==> config.mk <==
export PLATFORM = sky130hd
export DESIGN_NAME = irq_sticky_ctrl
export DESIGN_NICKNAME = d
export VERILOG_FILES = /design/src/rtl/irq_sticky_pkg.sv /design/src/rtl/irq_sticky_regctl.sv /design/src/rtl/irq_sticky_datapath.sv /design/src/rtl/irq_sticky_ctrl.sv
export SDC_FILE = /design/constraint.sdc
export NUM_CORES = 1
export LEC_CHECK = 0
export CAP_MARGIN = 20
export CORE_ASPECT_RATIO = 1.4
export CORE_MARGIN = 10
export CORE_UTILIZATION = 50
export CTS_CLUSTER_SIZE = 8
export DETAILED_ROUTE_END_ITERATION = 7
export GPL_TIMING_DRIVEN = 0
export PLACE_DENSITY = 0.86
export SYNTH_ARGS = -nofsm -noshare
export SYNTH_HDL_FRONTEND = slang
export SYNTH_SLANG_ARGS = --single-unit
==> constraint.sdc <==
create_clock -name clk -period 6.45 [get_ports clk]
set_input_delay 1.29 -clock clk [delete_from_list [all_inputs] [get_ports clk]]
set_output_delay 1.29 -clock clk [all_outputs]
set_load 0.01 [all_outputs]
==> src/rtl/irq_sticky_pkg.sv <==
package irq_sticky_pkg;

  localparam logic [7:0] OFS_LEVEL = 8'h00;
  localparam logic [7:0] OFS_PEND  = 8'h04;
  localparam logic [7:0] OFS_FORCE = 8'h08;
  localparam logic [7:0] OFS_CLEAR = 8'h0C;
  localparam logic [7:0] OFS_MASK  = 8'h40;

  typedef enum logic [1:0] {
    RD_NONE  = 2'd0,
    RD_LEVEL = 2'd1,
    RD_PEND  = 2'd2,
    RD_MASK  = 2'd3
  } rdSel_e;

  typedef struct packed {
    logic   wrLevel;
    logic   wrForce;
    logic   wrClear;
    logic   wrMask;
    rdSel_e rdSel;
  } regStrobe_t;

endpackage

==> src/rtl/irq_sticky_regctl.sv <==
module irq_sticky_regctl
  import irq_sticky_pkg::*;
#(
  parameter int ADDR_W = 8
) (
  input  logic              pSel,
  input  logic              pEnable,
  input  logic              pWrite,
  input  logic [ADDR_W-1:0] pAddr,
  output regStrobe_t        strb
);

  logic       wrAccess;
  logic [7:0] byteOfs;

  assign wrAccess = pSel && pEnable && pWrite;
  assign byteOfs  = 8'(pAddr);

  always_comb begin
    strb         = '0;
    strb.wrLevel = wrAccess && (byteOfs == OFS_LEVEL);
    strb.wrForce = wrAccess && (byteOfs == OFS_FORCE);
    strb.wrClear = wrAccess && (byteOfs == OFS_CLEAR);
    strb.wrMask  = wrAccess && (byteOfs == OFS_MASK);
    strb.rdSel   = RD_NONE;
    if (pSel && !pWrite) begin
      unique case (byteOfs)
        OFS_LEVEL: strb.rdSel = RD_LEVEL;
        OFS_PEND:  strb.rdSel = RD_PEND;
        OFS_MASK:  strb.rdSel = RD_MASK;
        default:   strb.rdSel = RD_NONE;
      endcase
    end
  end

endmodule

==> src/rtl/irq_sticky_datapath.sv <==
module irq_sticky_datapath
  import irq_sticky_pkg::*;
#(
  parameter int NUM_LINES = 15,
  parameter int DATA_W    = 32,
  parameter int ID_W      = 4
) (
  input  logic                 clk,
  input  logic                 rstN,
  input  regStrobe_t           strb,
  input  logic [DATA_W-1:0]    pWdata,
  input  logic [NUM_LINES:1]   irqIn,
  input  logic                 ackValid,
  input  logic [ID_W-1:0]      ackNum,
  output logic [DATA_W-1:0]    pRdata,
  output logic [ID_W-1:0]      irqLevel,
  output logic [NUM_LINES:0]   pendVec,
  output logic [NUM_LINES:0]   maskVec
);

  localparam int VEC_W = NUM_LINES + 1;

  logic [NUM_LINES:0] levelVec;
  logic [NUM_LINES:0] wrBits;
  logic [NUM_LINES:0] reqBits;
  logic [NUM_LINES:0] ackBits;
  logic [NUM_LINES:0] pendNext;
  logic [NUM_LINES:0] liveVec;
  logic [ID_W-1:0]    hiId;
  logic [ID_W-1:0]    loId;
  logic [ID_W-1:0]    winId;

  assign wrBits  = {pWdata[NUM_LINES:1], 1'b0};
  assign reqBits = {irqIn, 1'b0};

  assign ackBits[0] = 1'b0;
  for (genvar g = 1; g <= NUM_LINES; g++) begin : g_ack
    assign ackBits[g] = ackValid && (ackNum == ID_W'(g));
  end

  always_comb begin
    pendNext = pendVec;
    if (strb.wrClear) pendNext = pendNext & ~wrBits;
    pendNext = pendNext & ~ackBits;
    pendNext = pendNext | reqBits;
    if (strb.wrForce) pendNext = pendNext | wrBits;
  end

  always_ff @(posedge clk or negedge rstN) begin
    if (!rstN) begin
      pendVec  <= '0;
      maskVec  <= '0;
      levelVec <= '0;
    end else begin
      pendVec <= pendNext;
      if (strb.wrMask)  maskVec  <= wrBits;
      if (strb.wrLevel) levelVec <= wrBits;
    end
  end

  assign liveVec = pendVec & maskVec;

  always_comb begin
    hiId = '0;
    loId = '0;
    for (int i = 1; i <= NUM_LINES; i++) begin
      if (liveVec[i] && levelVec[i])  hiId = ID_W'(i);
      if (liveVec[i] && !levelVec[i]) loId = ID_W'(i);
    end
    winId = (hiId != '0) ? hiId : loId;
  end

  always_ff @(posedge clk or negedge rstN) begin
    if (!rstN) irqLevel <= '0;
    else       irqLevel <= winId;
  end

  always_comb begin
    unique case (strb.rdSel)
      RD_LEVEL: pRdata = DATA_W'(levelVec);
      RD_PEND:  pRdata = DATA_W'(pendVec);
      RD_MASK:  pRdata = DATA_W'(maskVec);
      default:  pRdata = '0;
    endcase
  end

  logic unusedVec;
  assign unusedVec = ^{VEC_W[0], pWdata[0]};

endmodule

==> src/rtl/irq_sticky_ctrl.sv <==
module irq_sticky_ctrl
  import irq_sticky_pkg::*;
#(
  parameter int NUM_LINES = 15,
  parameter int ADDR_W    = 8,
  parameter int DATA_W    = 32,
  parameter int ID_W      = 4
) (
  input  logic                 clk,
  input  logic                 rstN,
  input  logic                 pSel,
  input  logic                 pEnable,
  input  logic                 pWrite,
  input  logic [ADDR_W-1:0]    pAddr,
  input  logic [DATA_W-1:0]    pWdata,
  output logic [DATA_W-1:0]    pRdata,
  output logic                 pReady,
  input  logic [NUM_LINES:1]   irqIn,
  input  logic                 ackValid,
  input  logic [ID_W-1:0]      ackNum,
  output logic [ID_W-1:0]      irqLevel
);

  regStrobe_t         strb;
  logic [NUM_LINES:0] pendVec;
  logic [NUM_LINES:0] maskVec;

  assign pReady = 1'b1;

  irq_sticky_regctl #(.ADDR_W(ADDR_W)) u_regctl (
    .pSel    (pSel),
    .pEnable (pEnable),
    .pWrite  (pWrite),
    .pAddr   (pAddr),
    .strb    (strb)
  );

  irq_sticky_datapath #(
    .NUM_LINES (NUM_LINES),
    .DATA_W    (DATA_W),
    .ID_W      (ID_W)
  ) u_dp (
    .clk      (clk),
    .rstN     (rstN),
    .strb     (strb),
    .pWdata   (pWdata),
    .irqIn    (irqIn),
    .ackValid (ackValid),
    .ackNum   (ackNum),
    .pRdata   (pRdata),
    .irqLevel (irqLevel),
    .pendVec  (pendVec),
    .maskVec  (maskVec)
  );

endmodule

* After elaboration in Yosys (flattened, before gate mapping)
Index checks and enable logic that the tools add are counted.
** Word-level totals
- Output and inout port bits :: 37
- Word-level logic and storage cells :: 139
- Input bits :: 65
- Flip-flop bits (word level) :: 50
** Operators by class
- Bitwise operators :: 7
- Equal/unequal tests :: 22
- Multiplexer cells :: 36
- Reductions and logical operators :: 70
** Operator list (count)
- $mux W4 :: 17
- $logic_and A1 B1 Y1 :: 52
- $and A16 B16 Y16 :: 3
- $pmux W16 S3 :: 1
- $eq A4 B4 Y1 const B :: 8
- $mux W16 :: 2
- $not A16 Y16 :: 2
- $or A16 B16 Y16 :: 2
- $mux W3 :: 8
- $eq A4 B3 Y1 const B :: 4
- $eq A8 B4 Y1 const B :: 2
- $logic_not A1 Y1 :: 16
- $mux W2 :: 5
- $eq A4 B2 Y1 const B :: 2
- $eq A8 B3 Y1 const B :: 1
- $eq A8 B7 Y1 const B :: 1
- $logic_not A8 Y1 :: 1
- $pmux W2 S3 :: 1
- $eq A2 B2 Y1 const B :: 2
- $eq A4 B1 Y1 const B :: 1
- $reduce_bool A4 Y1 :: 1
- $eq A2 B1 Y1 const B :: 1
- $mux W1 :: 2

* Depth between registers and ports, before layout
- Depth after elaboration :: 19
- Mapped depth :: 7
- Depth with buffers taken out :: 5

* Cells and area by module
A second synthesis with hierarchy kept.
** Second synthesis, totals
- Cells, all modules :: 315
- Area, all modules :: 3103.0 um^2
** By module, submodules not included
- irq_sticky_datapath :: cells an instance 299, area an instance 2999.1 um^2, sequential area each 1226.2 um^2, times used 1
- irq_sticky_regctl :: cells an instance 14, area an instance 92.6 um^2, sequential area each 0.0 um^2, times used 1
- irq_sticky_ctrl :: cells an instance 2, area an instance 11.3 um^2, sequential area each 0.0 um^2, times used 1

* Worst setup path before layout
Ideal clock, no wire load.
- Path kind :: in2out
- From :: in pAddr[1]
- To :: out pRdata[14]
- Data arrival time :: 3.062 ns
- Setup slack :: 2.098 ns
- Stages on the path :: 5
- Cell sequence :: or4_4 or4_4 or3b_4 buf_6 o21ai_2
** Between the ends
- Longest elaborated chain between the ends :: 5
- Elaborated cells between the ends (all ways) :: 9
** RTL lines
- start: declaration :: RTL line irq_sticky_ctrl.sv:14 : input logic [ADDR_W-1:0] pAddr,
- $eq A8 B7 Y1 (tied with other cells) :: RTL line irq_sticky_regctl.sv:27 : unique case (byteOfs)
- $pmux W2 S3 (*) :: RTL line irq_sticky_regctl.sv:27
- $mux W2 (*) :: RTL line irq_sticky_regctl.sv:26 : if (pSel && !pWrite) begin
- $eq A2 B2 Y1 or $eq A2 B1 Y1 (tied branches) :: RTL line irq_sticky_datapath.sv:79 : unique case (strb.rdSel)
- $pmux W16 S3 (*) :: RTL line irq_sticky_datapath.sv:79
- end: declaration :: RTL line irq_sticky_ctrl.sv:16 : output logic [DATA_W-1:0] pRdata,
Every way passes the cells marked *; elsewhere a longest branch is shown, timed or not.

* Worst setup path in the final report
- From :: in pAddr[1]
- To :: out pRdata[4]
Same word-level chain as after synthesis.

==> results.md <==
* Status: complete, no violations
* Final setup violating endpoints at 0
* Synth area leader: dfrtp_1
* Synth top area cells: dfrtp_1, mux2_2, a311o_1, mux2i_1, buf_4
* CTS buffer count at 5
* Achievable clock frequency at 176.5 MHz
* Die Width at 86.51 um
* Post-CTS setup buffers at 0
* CP endpoint kind: primary output
* Worst reg2reg path startpoint: u_dp.levelVec[2]
* Initial Utilization at 52.08%
* CTS tree: done
* Hold/Removal Path Class: reg -> reg
* Initial DRC count at 255
* Final HPWL DP at 7246 um
* Final WL at 9440 um
* Distinct cells, synth at 46
* Fin crit share at 87.83%
* Area taken by multi-input logic gates at 1718 um2
* Hold EP: u_dp.maskVec[2]
* Top-Level Pins at 102
* Cell Area, Placed at 3920 um2
* EDFF count, synth at 0
* First-pass GRT wire length at 15040 um
* Worst-path clk slew at 0.09 ns
* Register Area at 1226 um2
* Asr flop ratio synth at 100.0%
* Layout cells sized above 1 at 20.75%
* Max Slew Vio Count at 0
* RSZ-0062 raised after global routing: false
* Root Buffer: clkbuf_8
* Power per cell area at 153.5 nW/um2
* Router iterations before antenna repair at 5
* Yosys warning count at 0
* Antenna violations before repair at 0
* DR DRC count at 0
* Hold path cells at 1
* FF-to-FF setup slack at 4.76 ns
* Critical Path Source Type: input pin
* GR Overflow Total at 0
* WL/cell at 20.09 um
* CP Data Required Time at 5.16 ns
* Worst ir drop on vdd at 0.1303 mV
* Max_cap viols at 0
* Design area at 4021 um2
* Final Skew at 0.005046 ns
* Core area at 5946 um2
* TNS Setup at 0 ns
* Post-layout util at 67.63%
* Critical Path Fanout Max at 10
* Vias in the first global route at 3018
* Port buffer count at 66
* Clock Latency Late Sink at 0.31 ns
* Top cell type's share of synthesized area at 39.60%
* Cell Rows at 33
* Tmin final at 5.665 ns
* Top FF cell, synth: dfrtp_1
* CP Class: in -> out
* Antenna-violating nets left at 0
* Synthesis-stage register bit count at 49
* Vias/cell at 6.211
* CTS H-tree depth at 2
* Worst R2R End: u_dp.irqLevel[3]
* Cells after Synth at 309
* Largest net degree at the start of global routing at 31
* Area growth syn-to-layout at 29.86%
* CTS Sinks at 49
* WP data arrival at 4.38 ns
* Filler instances at 479
* Diode count at 0
* Post-Syn Area at 3097 um2
* Post-CTS Resized at 0
* Final hold viol count at 0
* HP Start: u_dp.maskVec[2]
* Post-CTS Hold Buffers at 0
* Post-synthesis sequential area ratio at 39.60%
* Worst slew margin at 52.60%
* Clock Path Buffers at 2
* Syn Area/Cell at 10.02 um2
* Global-route usage over all layers at 18.91%
* Die H at 113.1 um
* Worst-margin pin slew at 0.7058 ns
* RePlAce Congestion at 0.9212
* DR vias at 2919
* Reg2Reg Depth at 5
* Leakage at 0.001689 uW
* Die ar. at 9786 um2
* Final Net Count at 464
==> worst max-delay path by stage <==
stage,from,end,slack (ns),cells past startpoint
finish,pAddr[1],pRdata[4],0.78,9
global route,pAddr[1],pRdata[15],0.64,9
CTS,pAddr[1],pRdata[4],0.80,9
detailed placement,pAddr[1],pRdata[4],0.81,9
global placement,pAddr[1],pRdata[15],0.84,9
floorplan,pAddr[1],pRdata[14],2.10,5
==> flip-flops by register name (all words and copies together), names as in the netlist <==
name	flops
u_dp.levelVec	15
u_dp.maskVec	15
u_dp.pendVec	15
u_dp.irqLevel	4
==> kinds of logic after synthesis <==
group                     synth area share, %
muxes                                   15.07
AOI/OAI and AO/OA                       19.23
buffers and inverters                   6.869
and+or+nand+nor                         18.71
DFF                                     39.60
xor gates and xnor gates               0.2829
other                                  0.2425
==> area by class of cell <==
cell class / instances / share of cell area (%)
repair buffers: 67 / 16.80
well taps: 70 / 2.178
clock buffers: 7 / 2.396
inverters: 3 / 0.2800
clock inverters: 1 / 0.1245
plain buffers: 28 / 5.009
multi-input cells: 245 / 42.72
flip-flops and latches: 49 / 30.49
==> cell usage after synthesis (all sizes together) (2+ instances only) <==
library cell,count
a211oi,4
a21oi,16
a311o,15
and3,4
and3b,7
buf,26
clkbuf,2
conb,2
dfrtp,49
inv,3
mux2,29
mux2i,14
nand2,26
nand2b,4
nand3,20
nand3b,8
nand4,3
nor2,9
nor3,4
nor4,2
o211a,2
o211ai,2
o21ai,37
o22ai,3
or3b,2
or4,2
==> power by group <==
group / total, uW / internal (uW) / switching [uW] / leakage, uW
registers: 321 / 314 / 6.05 / 0.000602
logic: 94.7 / 51.3 / 43.3 / 0.00103
clock network: 202 / 97.2 / 105 / 0.0000542
total: 617 / 463 / 154 / 0.00169
==> through the flow <==
step                std cells  power, uW  hold slack [ns]  worst slack (ns)
floorplan                 325      362.8           0.5099             2.098
global placement          461      416.0           0.5254            0.8356
detailed placement        462      419.6           0.5321            0.8092
CTS                       470      616.3           0.5519            0.7998
global route              470      637.9           0.5674            0.6429
finish                    470      617.2           0.5528            0.7850
==> worst max-delay path, stage by stage <==
cell	delay, ns
clkdlybuf4s50_1	0.40
or4_4	0.57
nor4_4	0.62
and4b_1	0.28
buf_2	0.17
buf_2	0.29
nand2_1	0.12
o21ai_2	0.08
clkdlybuf4s50_1	0.56
==> cells in the final DEF, fill, tap and decap left out, drive strengths merged, types with 2 or more instances in the layout <==
cell           instances
nand2                 26
nor3                   4
o22ai                  3
inv                    3
o211ai                 2
nor4                   2
o211a                  2
mux2                  29
and3b                  7
nand2b                 4
a211oi                 4
or4                    2
clkdlybuf4s50         65
clkbuf                 9
mux2i                 14
nand3b                 8
buf                   28
nand4                  3
nand3                 20
conb                  18
dfrtp                 49
nor2                   9
o21ai                 37
and3                   4
a311o                 15
or3b                   2
a21oi                 16
==> per-layer routing <==
| layer | wire length (um) | part of all wire, % | global-route usage [%] | vias to the layer above |
|---|---|---|---|---|
| met5 | 0 | 0 | 0 | - |
| met2 | 4745 | 50 | 31.69 | 163 |
| met3 | 834 | 8.8 | 5.743 | 41 |
| li1 | - | - | - | 1316 |
| met1 | 3434 | 36 | 20.20 | 1399 |
| met4 | 426 | 4.5 | 11.38 | 0 |
No activity file was read; power rests on OpenSTA's default activity.
